File: config.mk
export PLATFORM = sky130hd
export DESIGN_NAME = dlk_stack_tx
export DESIGN_NICKNAME = d
export VERILOG_FILES = /design/src/rtl/dlk_pkg.sv /design/src/rtl/dlk_shadow_regs.sv /design/src/rtl/dlk_fs_serializer.sv /design/src/rtl/dlk_ready_ctl.sv /design/src/rtl/dlk_stack_tx.sv
export SDC_FILE = /design/constraint.sdc
export NUM_CORES = 1
export LEC_CHECK = 0
export ABC_CLOCK_PERIOD_IN_PS = 1800
export BUFFER_PORTS_ARGS = -buffer_cell sky130_fd_sc_hd__buf_2
export CORE_ASPECT_RATIO = 1.1
export CORE_MARGIN = 2
export CORE_UTILIZATION = 45
export CTS_CLUSTER_DIAMETER = 120
export DETAILED_ROUTE_END_ITERATION = 7
export PLACE_DENSITY = 0.7
export SETUP_SLACK_MARGIN = 0.5
export SYNTH_ARGS = -nofsm -noshare
export SYNTH_HDL_FRONTEND = slang
export SYNTH_SLANG_ARGS = --single-unit
File: constraint.sdc
create_clock -name clk -period 1.8 [get_ports clk]
set_input_delay 0.09 -clock clk [delete_from_list [all_inputs] [get_ports clk]]
set_output_delay 0.09 -clock clk [all_outputs]
set_load 0.005 [all_outputs]
File: src/rtl/dlk_pkg.sv
// Shared constants and types for the Fs data-link transmit stack.
// Assumes a superframe of twice as many frames as there are Fs bits.
package dlk_pkg;
    localparam int REGS      = 5;
    localparam int BYTE_W    = 8;
    localparam int SYNC_W    = 6;
    localparam int FS_BITS   = 2 * SYNC_W + (REGS - 2) * BYTE_W;
    localparam int SF_FRAMES = 2 * FS_BITS;
    localparam int POS_W     = $clog2(SF_FRAMES);
    localparam int ADDR_W    = $clog2(REGS) > 0 ? $clog2(REGS) : 1;
    localparam int IDX_W     = POS_W - 1;

    typedef logic [REGS-1:0][BYTE_W-1:0] stack_t;

    // Idle default: two sync bytes, idle line-switch code, spoiler pattern
    localparam stack_t STACK_RST = {8'h1F, 8'h08, 8'h00, 8'h07, 8'h07};

    // Flatten the stack into the transmit order, first bit at the top
    function automatic logic [FS_BITS-1:0] build_fs(input stack_t s);
        logic [FS_BITS-1:0] v;
        v = '0;
        v[FS_BITS-1 -: SYNC_W]          = s[0][SYNC_W-1:0];
        v[FS_BITS-1-SYNC_W -: SYNC_W]   = s[1][SYNC_W-1:0];
        for (int r = 2; r < REGS; r++) begin
            v[(REGS-1-r)*BYTE_W +: BYTE_W] = s[r];
        end
        return v;
    endfunction
endpackage

File: src/rtl/dlk_shadow_regs.sv
// Host-writable shadow copy of the stack bytes.
// Assumes one write per cycle; indices at or above REGS are discarded.
module dlk_shadow_regs
    import dlk_pkg::*;
(
    input  logic              clk,
    input  logic              rst_n,
    input  logic              wr_en,
    input  logic [ADDR_W-1:0] wr_addr,
    input  logic [BYTE_W-1:0] wr_data,
    output stack_t            shadow
);
    for (genvar i = 0; i < REGS; i++) begin : g_byte
        // Capture the host byte addressed to this slot
        always_ff @(posedge clk) begin
            if (!rst_n) begin
                shadow[i] <= STACK_RST[i];
            end else if (wr_en && (wr_addr == ADDR_W'(i))) begin
                shadow[i] <= wr_data;
            end
        end
    end


    bad_addr_ignored_chk: assert property (@(posedge clk) disable iff (!rst_n)
        (wr_en && (int'(wr_addr) >= REGS)) |=> $stable(shadow));
endmodule

File: src/rtl/dlk_fs_serializer.sv
// Picks the Fs bit for each even frame from a per-superframe snapshot.
// Assumes sf_pos is sampled only with frame_stb; position 0 starts a superframe.
module dlk_fs_serializer
    import dlk_pkg::*;
(
    input  logic             clk,
    input  logic             rst_n,
    input  logic             frame_stb,
    input  logic [POS_W-1:0] sf_pos,
    input  logic             active,
    input  stack_t           shadow,
    output logic             sof,
    output logic             fs_bit,
    output logic             fs_vld
);
    logic [FS_BITS-1:0] cur_q;
    logic [FS_BITS-1:0] sel_vec;
    logic [IDX_W-1:0]   idx;
    logic               take;
    logic               pick;

    // Decode superframe start, the even-frame take and the selected bit
    always_comb begin
        sof     = frame_stb && active && (sf_pos == '0);
        take    = frame_stb && active && !sf_pos[0] && (sf_pos < POS_W'(SF_FRAMES));
        idx     = sf_pos[POS_W-1:1];
        sel_vec = sof ? build_fs(shadow) : cur_q;
        pick    = take ? sel_vec[FS_BITS-1-int'(idx)] : 1'b0;
    end

    // Snapshot the shadow copy at the start of each superframe
    always_ff @(posedge clk) begin
        if (!rst_n) begin
            cur_q <= build_fs(STACK_RST);
        end else if (sof) begin
            cur_q <= build_fs(shadow);
        end
    end

    // Register the serial output and its qualifier
    always_ff @(posedge clk) begin
        if (!rst_n) begin
            fs_bit <= 1'b0;
            fs_vld <= 1'b0;
        end else begin
            fs_bit <= pick;
            fs_vld <= take;
        end
    end


    even_frame_only_chk: assert property (@(posedge clk) disable iff (!rst_n)
        fs_vld |-> ($past(frame_stb) && !$past(sf_pos[0])));

    inactive_quiet_chk: assert property (@(posedge clk) disable iff (!rst_n)
        !active |=> !fs_vld);

    snapshot_hold_chk: assert property (@(posedge clk) disable iff (!rst_n)
        !sof |=> $stable(cur_q));
endmodule

File: src/rtl/dlk_ready_ctl.sv
// Sticky update-window flag with clear-on-read and a set pulse.
// Assumes a set and a read in one cycle leave the flag set.
module dlk_ready_ctl (
    input  logic clk,
    input  logic rst_n,
    input  logic set_ev,
    input  logic rd_clr,
    output logic rdy,
    output logic irq
);
    // Hold the flag; a set takes priority over a clearing read
    always_ff @(posedge clk) begin
        if (!rst_n) begin
            rdy <= 1'b0;
        end else if (set_ev) begin
            rdy <= 1'b1;
        end else if (rd_clr) begin
            rdy <= 1'b0;
        end
    end

    // Pulse the interrupt when a set finds the flag clear
    always_ff @(posedge clk) begin
        if (!rst_n) begin
            irq <= 1'b0;
        end else begin
            irq <= set_ev && !rdy;
        end
    end


    rdy_rise_cause_chk: assert property (@(posedge clk) disable iff (!rst_n)
        $rose(rdy) |-> $past(set_ev));

    irq_single_chk: assert property (@(posedge clk) disable iff (!rst_n)
        irq |-> (rdy && !$past(rdy)));

    read_clears_chk: assert property (@(posedge clk) disable iff (!rst_n)
        (rd_clr && !set_ev) |=> !rdy);

    set_wins_chk: assert property (@(posedge clk) disable iff (!rst_n)
        set_ev |=> rdy);
endmodule

File: src/rtl/dlk_stack_tx.sv
// Top of the Fs data-link transmit stack: shadow bytes, serializer, ready flag.
// Assumes the caller supplies frame strobes and superframe positions.
module dlk_stack_tx
    import dlk_pkg::*;
(
    input  logic              clk,
    input  logic              rst_n,
    input  logic              host_wr,
    input  logic [ADDR_W-1:0] host_addr,
    input  logic [BYTE_W-1:0] host_wdata,
    input  logic              stat_rd,
    input  logic              frame_stb,
    input  logic [POS_W-1:0]  sf_pos,
    input  logic              ins_en,
    input  logic [2:0]        ins_mode,
    output logic              fs_bit,
    output logic              fs_vld,
    output logic              stack_rdy,
    output logic              stack_irq
);
    stack_t shadow;
    logic   active;
    logic   sof;

    // Insertion runs only with the enable set and mode bits 1..0 = 10
    always_comb begin
        active = ins_en && (ins_mode[1:0] == 2'b10);
    end

    dlk_shadow_regs i_regs (
        .clk     (clk),
        .rst_n   (rst_n),
        .wr_en   (host_wr),
        .wr_addr (host_addr),
        .wr_data (host_wdata),
        .shadow  (shadow)
    );

    dlk_fs_serializer i_ser (
        .clk       (clk),
        .rst_n     (rst_n),
        .frame_stb (frame_stb),
        .sf_pos    (sf_pos),
        .active    (active),
        .shadow    (shadow),
        .sof       (sof),
        .fs_bit    (fs_bit),
        .fs_vld    (fs_vld)
    );

    dlk_ready_ctl i_rdy (
        .clk    (clk),
        .rst_n  (rst_n),
        .set_ev (sof),
        .rd_clr (stat_rd),
        .rdy    (stack_rdy),
        .irq    (stack_irq)
    );


    no_set_inactive_chk: assert property (@(posedge clk) disable iff (!rst_n)
        (!active && !stack_rdy) |=> !stack_rdy);
endmodule

## Word-level counts from Yosys, hierarchy flattened

Cells that the tools add are included.

- Register bits: 76
- Bits in latches: 0
- Bits in writable memories: 0
- ROM bits: 0
- Input bits: 27
- Output and inout bits: 4
- Logic and storage cells: 41
- Memories kept: 0

- Add/sub/neg operators: 1
- $mul: 0
- Div/mod/pow operators: 0
- $lt $le $gt $ge: 2
- Equality and inequality tests: 5
- Shifts and indexed selects: 0
- Multiplexer cells: 6
- Bitwise operators: 0
- Reductions and logical operators: 17

Operator list:

| cell | number |
|---|---|
| $mux 36 | 1 |
| $lt 32x8->1 const B | 1 |
| $logic_and 1x1->1 | 11 |
| $logic_not 7->1 | 1 |
| $lt 7x7->1 const B | 1 |
| $sub 6x6->7 const A | 1 |
| $bmux 1 s6 | 1 |
| $eq 3x2->1 const B | 2 |
| $mux 1 | 4 |
| $eq 3x1->1 const B | 1 |
| $eq 3x3->1 const B | 1 |
| $logic_not 3->1 | 1 |
| $eq 2x2->1 const B | 1 |
| $logic_not 1->1 | 2 |
| $reduce_and 2->1 | 1 |
| $reduce_bool 2->1 | 1 |

## Depth between registers and ports, before layout

- Word-level depth: 8
- Gate-level depth with buffers: 10
- Depth with buffers taken out: 8

## By module

A second synthesis with hierarchy kept.

- Cells, all modules: 395
- Area, all modules: 3502.1 um^2

By module, submodules not included:

| module | instances | cells each | area each (um^2) | seq. area each (um^2) |
|---|---|---|---|---|
| dlk_fs_serializer | 1 | 239 | 1883.1 | 760.7 |
| dlk_shadow_regs | 1 | 149 | 1549.0 | 800.8 |
| dlk_ready_ctl | 1 | 6 | 61.3 | 40.0 |
| dlk_stack_tx | 1 | 1 | 8.8 | 0.0 |

## Least setup slack after synthesis

OpenSTA, ideal clock, no wires.

- Kind: input to register
- From: input port sf_pos[3]
- To: register i_ser.fs_bit
- Library setup time: 127 ps
- Arrival: 1709 ps
- Required time: 1673 ps
- Setup slack: -36 ps
- Stages on the path: 9
- Buffers on the path: 2
- Cell sequence: clkbuf_1 inv_1 ha_1 buf_1 inv_1 o311ai_0 a311oi_1 o32ai_1 a21boi_1

- Cells in the longest elaborated chain, start to end: 6
- Elaborated cells on any way between the ends: 10
- Those cells by class: add/sub: 1; order compare: 1; mux: 4; reduce/logical: 4

Ends and longest elaborated chain:

| item | line | source |
|---|---|---|
| from (decl) | dlk_stack_tx.sv:13 | `input logic [POS_W-1:0] sf_pos,` |
| parallel branches: the longest is 6 deep, another holds $sub 6x6->7 | - |  |
| to (signal assigned) | dlk_fs_serializer.sv:46 | `fs_bit <= pick;` |
| to (decl) | dlk_fs_serializer.sv:13 | `output logic fs_bit,` |

Several ways; the timed one is not identified. The select of a mux whose other input is x is not followed.
A chain may end at the register's enable or synchronous reset.

## Worst setup path after layout

- From: input port sf_pos[4]
- To: register i_ser.fs_bit

The elaborated chain is that of the path after synthesis.

==> results.yml <==
power:
  power_density_nw_per_um2: 751.0
  pwr-share-seq_pct: 51.7
  power.switching_uw: 808.7
  p_sw_share_pct: 24.33
  power_frac_comb_pct: 9.2
  irDropWorstVdd_uv: 596.2
  power_uw: 3324
  clockPowerShare_pct: 39.2
  leakage_uw: 0.001742
  p_int_uw: 2515
sta:
  relSlewSlack_pct: 65.91
  fmax_ghz: 0.6479
  final-setup-viol-count: 0
  fin_ws_ns: 0.2565
  period_needed_ns: 1.544
  worst_pin_slew_ns: 0.5099
  rsz0062_at_grt: "true"
  slew_viol_final: 0
  skew_ns: 0.006033
  finalHoldViolations: 0
  fin_crit_sh_pct: 85.75
setup_path:
  critPathMaxFanout: 5
  cp.arrival_ns: 1.77
  rrSetupSlack_ns: 0.30
  path_class: "primary input to flip-flop"
  crit_path_end_kind: "flip-flop"
  startpoint_type: "primary input"
  crit_required_ns: 2.03
run_status:
  status: "finished, final reports clean"
synthesis:
  syn_inst: 399
  syn_area_um2: 3346
  async_flop_share_pct: 0
  ys_types: 43
  synth-warning-count: 0
  yosysSeqAreaShare_pct: 45.47
  synth_nets: 427
  ys_ff_latch: 76
  yosys_most_used_dff: "dfxtp_1"
  synth.avg_cell_area_um2: 8.385
  synth_edf_count: 0
global_route:
  antenna_found_initial: 0
  grt_pass1_wl_mm: 14.70
  grt_usage_pct: 23.79
  grt_max_degree: 75
  grt_overflow: 0
  grt_pass1_vias: 2839
die:
  boundaryPins: 31
  std_cell_rows: 32
  start_util_pct: 46.95
  die_area_um2: 8142
  die_w_um: 86.22
  die_h_um: 94.44
  core_area_um2: 7127
final_layout:
  fillerInstances: 616
  drive_gt1_share_pct: 26.36
  syn2layout_area_growth_pct: 32.27
  nNetsFinal: 482
  diodes: 0
  final_core_util_pct: 62.10
route:
  post_drt_wl_per_cell_um: 17.56
  antenna_left: 0
  wirelength_mm: 9.552
  vias: 3023
  drc_errors: 0
  drtPass1Iterations: 4
  routed_via_density: 5.557
  drt_iter0_markers: 227
clock_network:
  cts_buffers: 9
  cts-root-buf: "clkbuf_8"
  clk_pin_slew_ns: 0.08
  cts.sinks: 76
  htreeDepth: 3
  cts_tree: "built"
  clk_latency_ns: 0.35
  cts_buffer_depth: 2
placement:
  io_buffers: 29
  pre_cts_ws_ns: -0.1189
  gp_congestion: 0.9167
  hpwl_mm: 5.523
run:
  cap_viol_max_count: 0
worst_hold_path:
  hold_path_class: "primary input to flip-flop"
routing by layer:
metal / share of wire [%] / vias up / track usage [%]
li1: - / 1474 / -
met2: 51 / 95 / 40.70
met5: 0 / - / 0
met1: 41 / 1431 / 29.70
met3: 5.7 / 23 / 4.545
met4: 2.4 / 0 / 8.984
stage by stage:
step	hold WS, ns	cells	instance area, um2	setup TNS, ns
CTS	0.001456	538	4158	0
global route	0.009188	544	4425	0
finish	0.01878	544	4425	0
detailed placement	0.3708	512	3724	-0.1503
global placement	0.3704	512	3724	-0.08395
floorplan	0.1760	399	3357	0
Yosys cell counts, drive strengths merged (2+ instances only):
cell type | n | area share (%)
o21ai | 4 | 0.60
clkbuf | 17 | 1.9
a31oi | 2 | 0.37
dfxtp | 76 | 45
o2111ai | 3 | 0.79
inv | 5 | 0.56
o31ai | 2 | 0.45
and3 | 2 | 0.37
nand2 | 125 | 14
nand3 | 31 | 4.6
a21boi | 38 | 8.5
o311ai | 2 | 0.52
nor2b | 15 | 2.8
o21a | 2 | 0.45
nor3 | 6 | 1.2
o21bai | 2 | 0.45
buf | 8 | 1.3
mux2i | 28 | 8.4
nor3b | 2 | 0.45
a211oi | 3 | 0.67
o32ai | 2 | 0.52
nor4 | 2 | 0.37
a311oi | 2 | 0.52
nor2 | 5 | 0.56
final cells by class:
class / instances / area (um2) / share of cell area (%)
Sequential cell: 76 / 1523 / 34.41
Tap cell: 85 / 106.4 / 2.403
Inverter: 5 / 18.77 / 0.4241
Multi-Input combinational cell: 293 / 1913 / 43.23
Timing Repair Buffer: 69 / 669.4 / 15.13
Clock inverter: 3 / 46.29 / 1.046
Clock buffer: 13 / 148.9 / 3.364
power groups by stage:
stage	Clock [uW]	Combinational, uW	Sequential, uW
2_1_floorplan	0	162	1750
3_3_place_gp	0	284	1750
3_5_place_dp	0	286	1750
4_1_cts	1310	293	1710
5_1_grt	1400	330	1720
6_report	1300	304	1720
registers in the layout (all words and copies together), names as in the netlist:
signal         flops
i_regs.shadow     36
i_ser.cur_q       36
i_rdy.irq          1
i_rdy.rdy          1
i_ser.fs_bit       1
i_ser.fs_vld       1
cell families (layout without fill, tap and decap cells):
group	after synthesis	after routing	synth area share (%)
AOI/OAI and AO/OA	65	65	14.62
xor gates and xnor gates	2	2	0.5237
adders and majority gates	1	1	0.3739
buffers and inverters	30	90	3.777
DFF	76	76	45.47
muxes	29	29	8.714
and+or+nand+nor	196	196	26.51
placed cells by master (no fill, tap or decap), types with 3 or more instances in the layout:
cell	instances
a211oi_1	3
a21boi_0	15
a21boi_1	20
a21boi_2	3
buf_12	3
buf_16	5
buf_2	28
buf_4	19
buf_6	11
clkbuf_1	3
clkbuf_8	10
dfxtp_1	75
inv_1	5
mux2i_1	27
nand2_1	110
nand2_4	13
nand3_1	20
nand3_2	11
nor2_1	3
nor2b_1	15
nor3_1	5
o2111ai_1	3
o21ai_0	4
final timing paths:
kind         depth (start not counted)                end            from
max                                  9       i_ser.fs_bit       sf_pos[4]
min                                  3  i_regs.shadow[38]   host_wdata[6]
max reg2reg                          6       i_ser.fs_bit  i_ser.cur_q[2]
min reg2reg                          1          i_rdy.irq       i_rdy.rdy
worst max-delay path, stage by stage:
cell and delay, ns:
buf_6 0.09, or4_4 0.56, buf_6 0.15, nor4_4 0.16, buf_6 0.17, mux2i_2 0.24
nand2_1 0.08, o2111ai_1 0.13, a21boi_1 0.10
what timing repair did:
item | in CTS | in global routing
hold buffers | 0 | 0
setup buffers | 5 | 3
cloned | 5 | 3
pin swaps | 9 | 23
resized for setup | 21 | 67
endpoints found under the setup margin | 37 | 39
(Power assumes the default switching activity.)
